==> config.mk <==
export PLATFORM = sky130hd
export DESIGN_NAME = pwm_tick_gen
export DESIGN_NICKNAME = d
export VERILOG_FILES = /design/src/rtl/pwm_tick_pkg.sv /design/src/rtl/tick_cfg_regs.sv /design/src/rtl/tick_prescaler.sv /design/src/rtl/tick_divider.sv /design/src/rtl/pwm_tick_gen.sv
export SDC_FILE = /design/constraint.sdc
export NUM_CORES = 1
export LEC_CHECK = 0
export ABC_AREA = 1
export CAP_MARGIN = 20
export CORE_ASPECT_RATIO = 1.5
export CORE_MARGIN = 2
export CORE_UTILIZATION = 40
export CTS_BUF_LIST = sky130_fd_sc_hd__clkbuf_4 sky130_fd_sc_hd__clkbuf_8
export DETAILED_ROUTE_END_ITERATION = 12
export DONT_BUFFER_PORTS = 1
export GPL_ROUTABILITY_DRIVEN = 0
export SYNTH_ARGS = -nofsm -noshare
export SYNTH_HDL_FRONTEND = slang
export SYNTH_SLANG_ARGS = --single-unit
export TNS_END_PERCENT = 5
==> constraint.sdc <==
create_clock -name clk -period 2 [get_ports clk]
set_input_delay 0.1 -clock clk [delete_from_list [all_inputs] [get_ports clk]]
set_output_delay 0.1 -clock clk [all_outputs]
set_load 0.005 [all_outputs]
==> src/rtl/pwm_tick_pkg.sv <==
package pwm_tick_pkg;
  parameter int SEL_W = 4;

  // Effective power-of-two exponent after the ceiling is applied.
  function automatic int clamp_sel(input int sel, input int ceiling);
    return (sel > ceiling) ? ceiling : sel;
  endfunction

  // Prescaler group feeding a given channel.
  function automatic int group_of(input int ch, input int first_group_size);
    return (ch < first_group_size) ? 0 : 1;
  endfunction

  // Terminal value of a divider that emits once per 2^sel carries.
  function automatic int div_last(input int sel);
    return (1 << sel) - 1;
  endfunction
endpackage

==> src/rtl/tick_cfg_regs.sv <==
module tick_cfg_regs #(
  parameter int PW   = 8,
  parameter int NGRP = 2,
  parameter int NCH  = 5,
  parameter int SW   = 4
) (
  input  logic                 clk,
  input  logic                 rst_n,
  input  logic                 presc_wr,
  input  logic [NGRP*PW-1:0]   presc_data,
  input  logic                 divsel_wr,
  input  logic [NCH*SW-1:0]    divsel_data,
  output logic [NGRP*PW-1:0]   presc_word,
  output logic [NCH*SW-1:0]    divsel_word,
  output logic                 restart
);
  localparam logic [NGRP*PW-1:0] PRESC_RST = {NGRP{PW'(1)}};

  always_ff @(posedge clk) begin
    if (!rst_n) begin
      presc_word  <= PRESC_RST;
      divsel_word <= '0;
    end else begin
      if (presc_wr)  presc_word  <= presc_data;
      if (divsel_wr) divsel_word <= divsel_data;
    end
  end

  assign restart = presc_wr | divsel_wr;
endmodule

==> src/rtl/tick_prescaler.sv <==
module tick_prescaler #(
  parameter int PW = 8
) (
  input  logic          clk,
  input  logic          rst_n,
  input  logic          restart,
  input  logic [PW-1:0] limit,
  output logic          carry
);
  logic [PW-1:0] cnt;

  assign carry = !restart && (cnt == limit);

  always_ff @(posedge clk) begin
    if (!rst_n)       cnt <= '0;
    else if (restart) cnt <= '0;
    else if (carry)   cnt <= '0;
    else              cnt <= cnt + PW'(1);
  end
endmodule

==> src/rtl/tick_divider.sv <==
module tick_divider
  import pwm_tick_pkg::*;
#(
  parameter int SW     = 4,
  parameter int MAXSEL = 4
) (
  input  logic          clk,
  input  logic          rst_n,
  input  logic          restart,
  input  logic          carry,
  input  logic [SW-1:0] sel,
  output logic          tick
);
  localparam int CW = (MAXSEL > 0) ? MAXSEL : 1;

  logic [CW-1:0] dcnt;
  logic [CW-1:0] last;

  assign last = CW'(div_last(clamp_sel(int'(sel), MAXSEL)));
  assign tick = carry && (dcnt == last);

  always_ff @(posedge clk) begin
    if (!rst_n)       dcnt <= '0;
    else if (restart) dcnt <= '0;
    else if (carry)   dcnt <= tick ? '0 : dcnt + CW'(1);
  end
endmodule

==> src/rtl/pwm_tick_gen.sv <==
module pwm_tick_gen
  import pwm_tick_pkg::*;
#(
  parameter int PW     = 8,
  parameter int NCH    = 5,
  parameter int GRP0_N = 2,
  parameter int SW     = SEL_W,
  parameter int MAXSEL = 4
) (
  input  logic              clk,
  input  logic              rst_n,
  input  logic              presc_wr,
  input  logic [2*PW-1:0]   presc_data,
  input  logic              divsel_wr,
  input  logic [NCH*SW-1:0] divsel_data,
  output logic [2*PW-1:0]   presc_q,
  output logic [NCH*SW-1:0] divsel_q,
  output logic [NCH-1:0]    tick_o
);
  localparam int NGRP = 2;

  logic            restart;
  logic [NGRP-1:0] psc_carry;

  tick_cfg_regs #(.PW(PW), .NGRP(NGRP), .NCH(NCH), .SW(SW)) i_cfg (
    .clk(clk), .rst_n(rst_n),
    .presc_wr(presc_wr), .presc_data(presc_data),
    .divsel_wr(divsel_wr), .divsel_data(divsel_data),
    .presc_word(presc_q), .divsel_word(divsel_q),
    .restart(restart)
  );

  for (genvar g = 0; g < NGRP; g++) begin : g_psc
    tick_prescaler #(.PW(PW)) i_psc (
      .clk(clk), .rst_n(rst_n), .restart(restart),
      .limit(presc_q[g*PW +: PW]), .carry(psc_carry[g])
    );
  end

  for (genvar c = 0; c < NCH; c++) begin : g_ch
    localparam int GRP = group_of(c, GRP0_N);
    tick_divider #(.SW(SW), .MAXSEL(MAXSEL)) i_div (
      .clk(clk), .rst_n(rst_n), .restart(restart),
      .carry(psc_carry[GRP]), .sel(divsel_q[c*SW +: SW]),
      .tick(tick_o[c])
    );
  end
endmodule

==> summary.txt <==
Setup crit end kind - output port
Reg clk slew, reported paths - 0.08 ns
mux share of post-synthesis cell area - 0%
Num CTS Buffers - 9
WL/cell - 13.15 um
CP Class - reg2out
dominant synthesized flop cell - dfxtp_1
via/cell ratio - 4.973
GRT Util Overall - 18.95%
Pwr Density - 693.3 nW/um2
most frequent cells after synthesis - nand2_1, nor2_1, dfxtp_1
Max Cap Viol - 0
most used cell, CP - nand2_1
FP Rows - 43
Tmin final - 1.988 ns
Routed Antenna Nets - 0
fill cell count - 909
Die Ht - 123.0 um
1st-iter DRT viols - 85
Layout area overhead - 25.20%
Final period util - 99.40%
post-synthesis register bit count - 72
most frequent cell after synthesis - nand2_1
# port buffers - 0
clk root buf - clkbuf_8
Crit path arrival time - 1.89 ns
H-tree Lvls - 3
Critical Path RT - 1.90 ns
CP Cell Sequence - nor2_4 -> nand3_2 -> ha_4 -> xor2_1 -> nand3_1 -> nor2_2 -> nand2_1 -> nor2_1 -> nand2_1 -> inv_2
top cells by area, synth - dfxtp_1, nand2_1, nor2_1
CTS tree - done
# nets final - 650
Post-Synth Adder-Cell Area - 3.974%
layout cells sized above 1 - 11.46%
Setup TNS - 0 ns
critical path's largest stage delay - 0.34 ns
CTS sink cnt - 72
worst-margin pin slew - 0.6071 ns
synth warn - 0
Post-Syn Nets - 597
post-synthesis cell type count - 31
DR vias - 3551
Rel. slew slack - 59.48%
area leader, netlist - dfxtp_1
maximum clock rate - 503.0 MHz
Final Hold Fails - 0
worst path bufs/invs - 1
Final Setup Violations - 0
RSZ-0062 raised after global routing - true
post-DP HPWL - 6441 um
mapped cell area - 3779 um2
total grt overflow - 0
outcome - finished, final reports clean
core box area - 9200 um2
slowest stage cell on the critical path - dfxtp_2
Final Skew - 0.007842 ns
post-synthesis sequential area ratio - 38.15%
main combinational cell family by area after synthesis - simple AND/OR/NAND/NOR gates
Initial Utilization - 41.07%
worst hold path type - in2reg
critical path fanouts, max - 4
Ant. Diodes - 0
initial antenna violation count - 0
die area - 10260 um2
Max clock buf depth - 2
worst vdd ir - 0.3800 mV
number of synthesized flops with an enable pin - 0
largest delay contributor family on the critical path - simple AND/OR/NAND/NOR gates
startpoint types - flop
non-filler cells, final - 714
Leakage - 0.002039 uW
Worst-Skew Late Latency - 0.35 ns
Simple-Gate Fraction of Synth Area - 30.23%
Mapped Avg Cell Area - 6.933 um2
first-pass GRT wire length - 15680 um
largest net degree at the start of global routing - 37
Detailed Route WL - 9386 um
area fraction of the dominant cell type after synthesis - 38.15%
vias in the first global route - 3524
Synth Instances - 545
final max-slew violation count - 0
DRC - 0
die width - 83.36 um
cell total after placement - 646
ys async rst share - 0%
Pre-antenna DRT Iters - 4
Synth Area in Compound Gates - 10.30%
post-synthesis xor/xnor area fraction - 7.649%
IO Pins - 81
layer usage:
layer / vias up / wire length (um) / global-route usage, %
met4: 0 / 160 / 7.480
li1: 1836 / - / -
met5: - / 0 / 0
met2: 86 / 4915 / 35.08
met1: 1616 / 3750 / 19.95
met3: 13 / 560 / 5.941
cells by family (layout without fill, tap and decap cells):
| group | after synthesis | in the layout |
|---|---|---|
| AOI/OAI and AO/OA | 77 | 77 |
| and+or+nand+nor | 263 | 263 |
| DFF | 72 | 72 |
| buffers and inverters | 88 | 145 |
| xor gates and xnor gates | 33 | 33 |
| adders and majority gates | 12 | 12 |
sequential cells by signal (all words and copies together) (netlist names):
| signal | cells |
|---|---|
| g_ch.i_div.dcnt | 20 |
| i_cfg.divsel_word | 20 |
| g_psc.i_psc.cnt | 16 |
| i_cfg.presc_word | 16 |
placed cells by master, fill, tap and decap left out, types with 9 or more instances in the layout:
master / n
a21oi_1: 36
buf_4: 12
clkbuf_8: 12
dfxtp_1: 67
dlygate4sd3_1: 46
ha_1: 10
inv_1: 64
nand2_1: 110
nand3_1: 38
nand4_1: 12
nor2_1: 69
nor2_2: 9
o21ai_0: 39
xnor2_1: 11
xor2_1: 21
where the power goes:
group / internal, uW / switching, uW
clock: 686 / 542
sequential: 1490 / 63.0
combinational: 240 / 261
total: 2410 / 866
stage by stage:
stage | utilization (%) | hold WS [ns] | power, uW | instance area (um2) | setup slack [ns]
after CTS | 50.35 | 0.02186 | 3274 | 4632 | -0.01801
after global routing | 51.42 | 0.05545 | 3448 | 4731 | -0.1418
after global placement | 42.04 | 0.1903 | 1913 | 3867 | 0.2646
after detailed placement | 42.04 | 0.1927 | 1927 | 3867 | 0.1629
after floorplan | - | 0.2222 | 1853 | 3779 | 0.2979
final | 51.42 | 0.04890 | 3280 | 4731 | 0.01206
worst register-to-register path: cells and delay by family, from the launching register on:
family,cells,cell delay (ns)
fa+ha+maj,1,0.29
xor+xnor,1,0.14
flops,1,0.34
simple gates,9,0.82
buf+inv,1,0.16
cell type report:
cell class / instances / area [um2] / share of cell area [%]
timing repair buffer: 60 / 581.8 / 12.30
clock buffer: 13 / 172.7 / 3.650
inverter: 70 / 262.8 / 5.554
multi-input combinational: 385 / 2088 / 44.14
tap: 112 / 140.1 / 2.962
clock inverter: 2 / 37.54 / 0.7934
sequential: 72 / 1448 / 30.60
worst paths after layout:
check	endpoint	start	slack [ns]	depth (start not counted)
worst max-delay path	tick_o[2]	i_cfg.divsel_word[10]$_SDFFE_PN0P_	0.01	10
worst min-delay path	i_cfg.divsel_word[16]$_SDFFE_PN0P_	divsel_wr	0.05	2
worst max register to register	g_ch[2].i_div.dcnt[2]$_SDFFE_PP0P_	i_cfg.divsel_word[10]$_SDFFE_PN0P_	0.17	12
worst min register to register	g_psc[1].i_psc.cnt[0]$_SDFF_PP0_	g_psc[1].i_psc.cnt[0]$_SDFF_PP0_	0.48	1
timing repair:
action	in CTS	in global routing
pin swaps	7	10
setup buffers	3	3
hold buffers	47	0
setup endpoints to repair	5	5
hold endpoints to repair	36	0
gates cloned	0	0
gates resized for setup	19	18
Note: power is estimated with default switching activity, not from simulation.
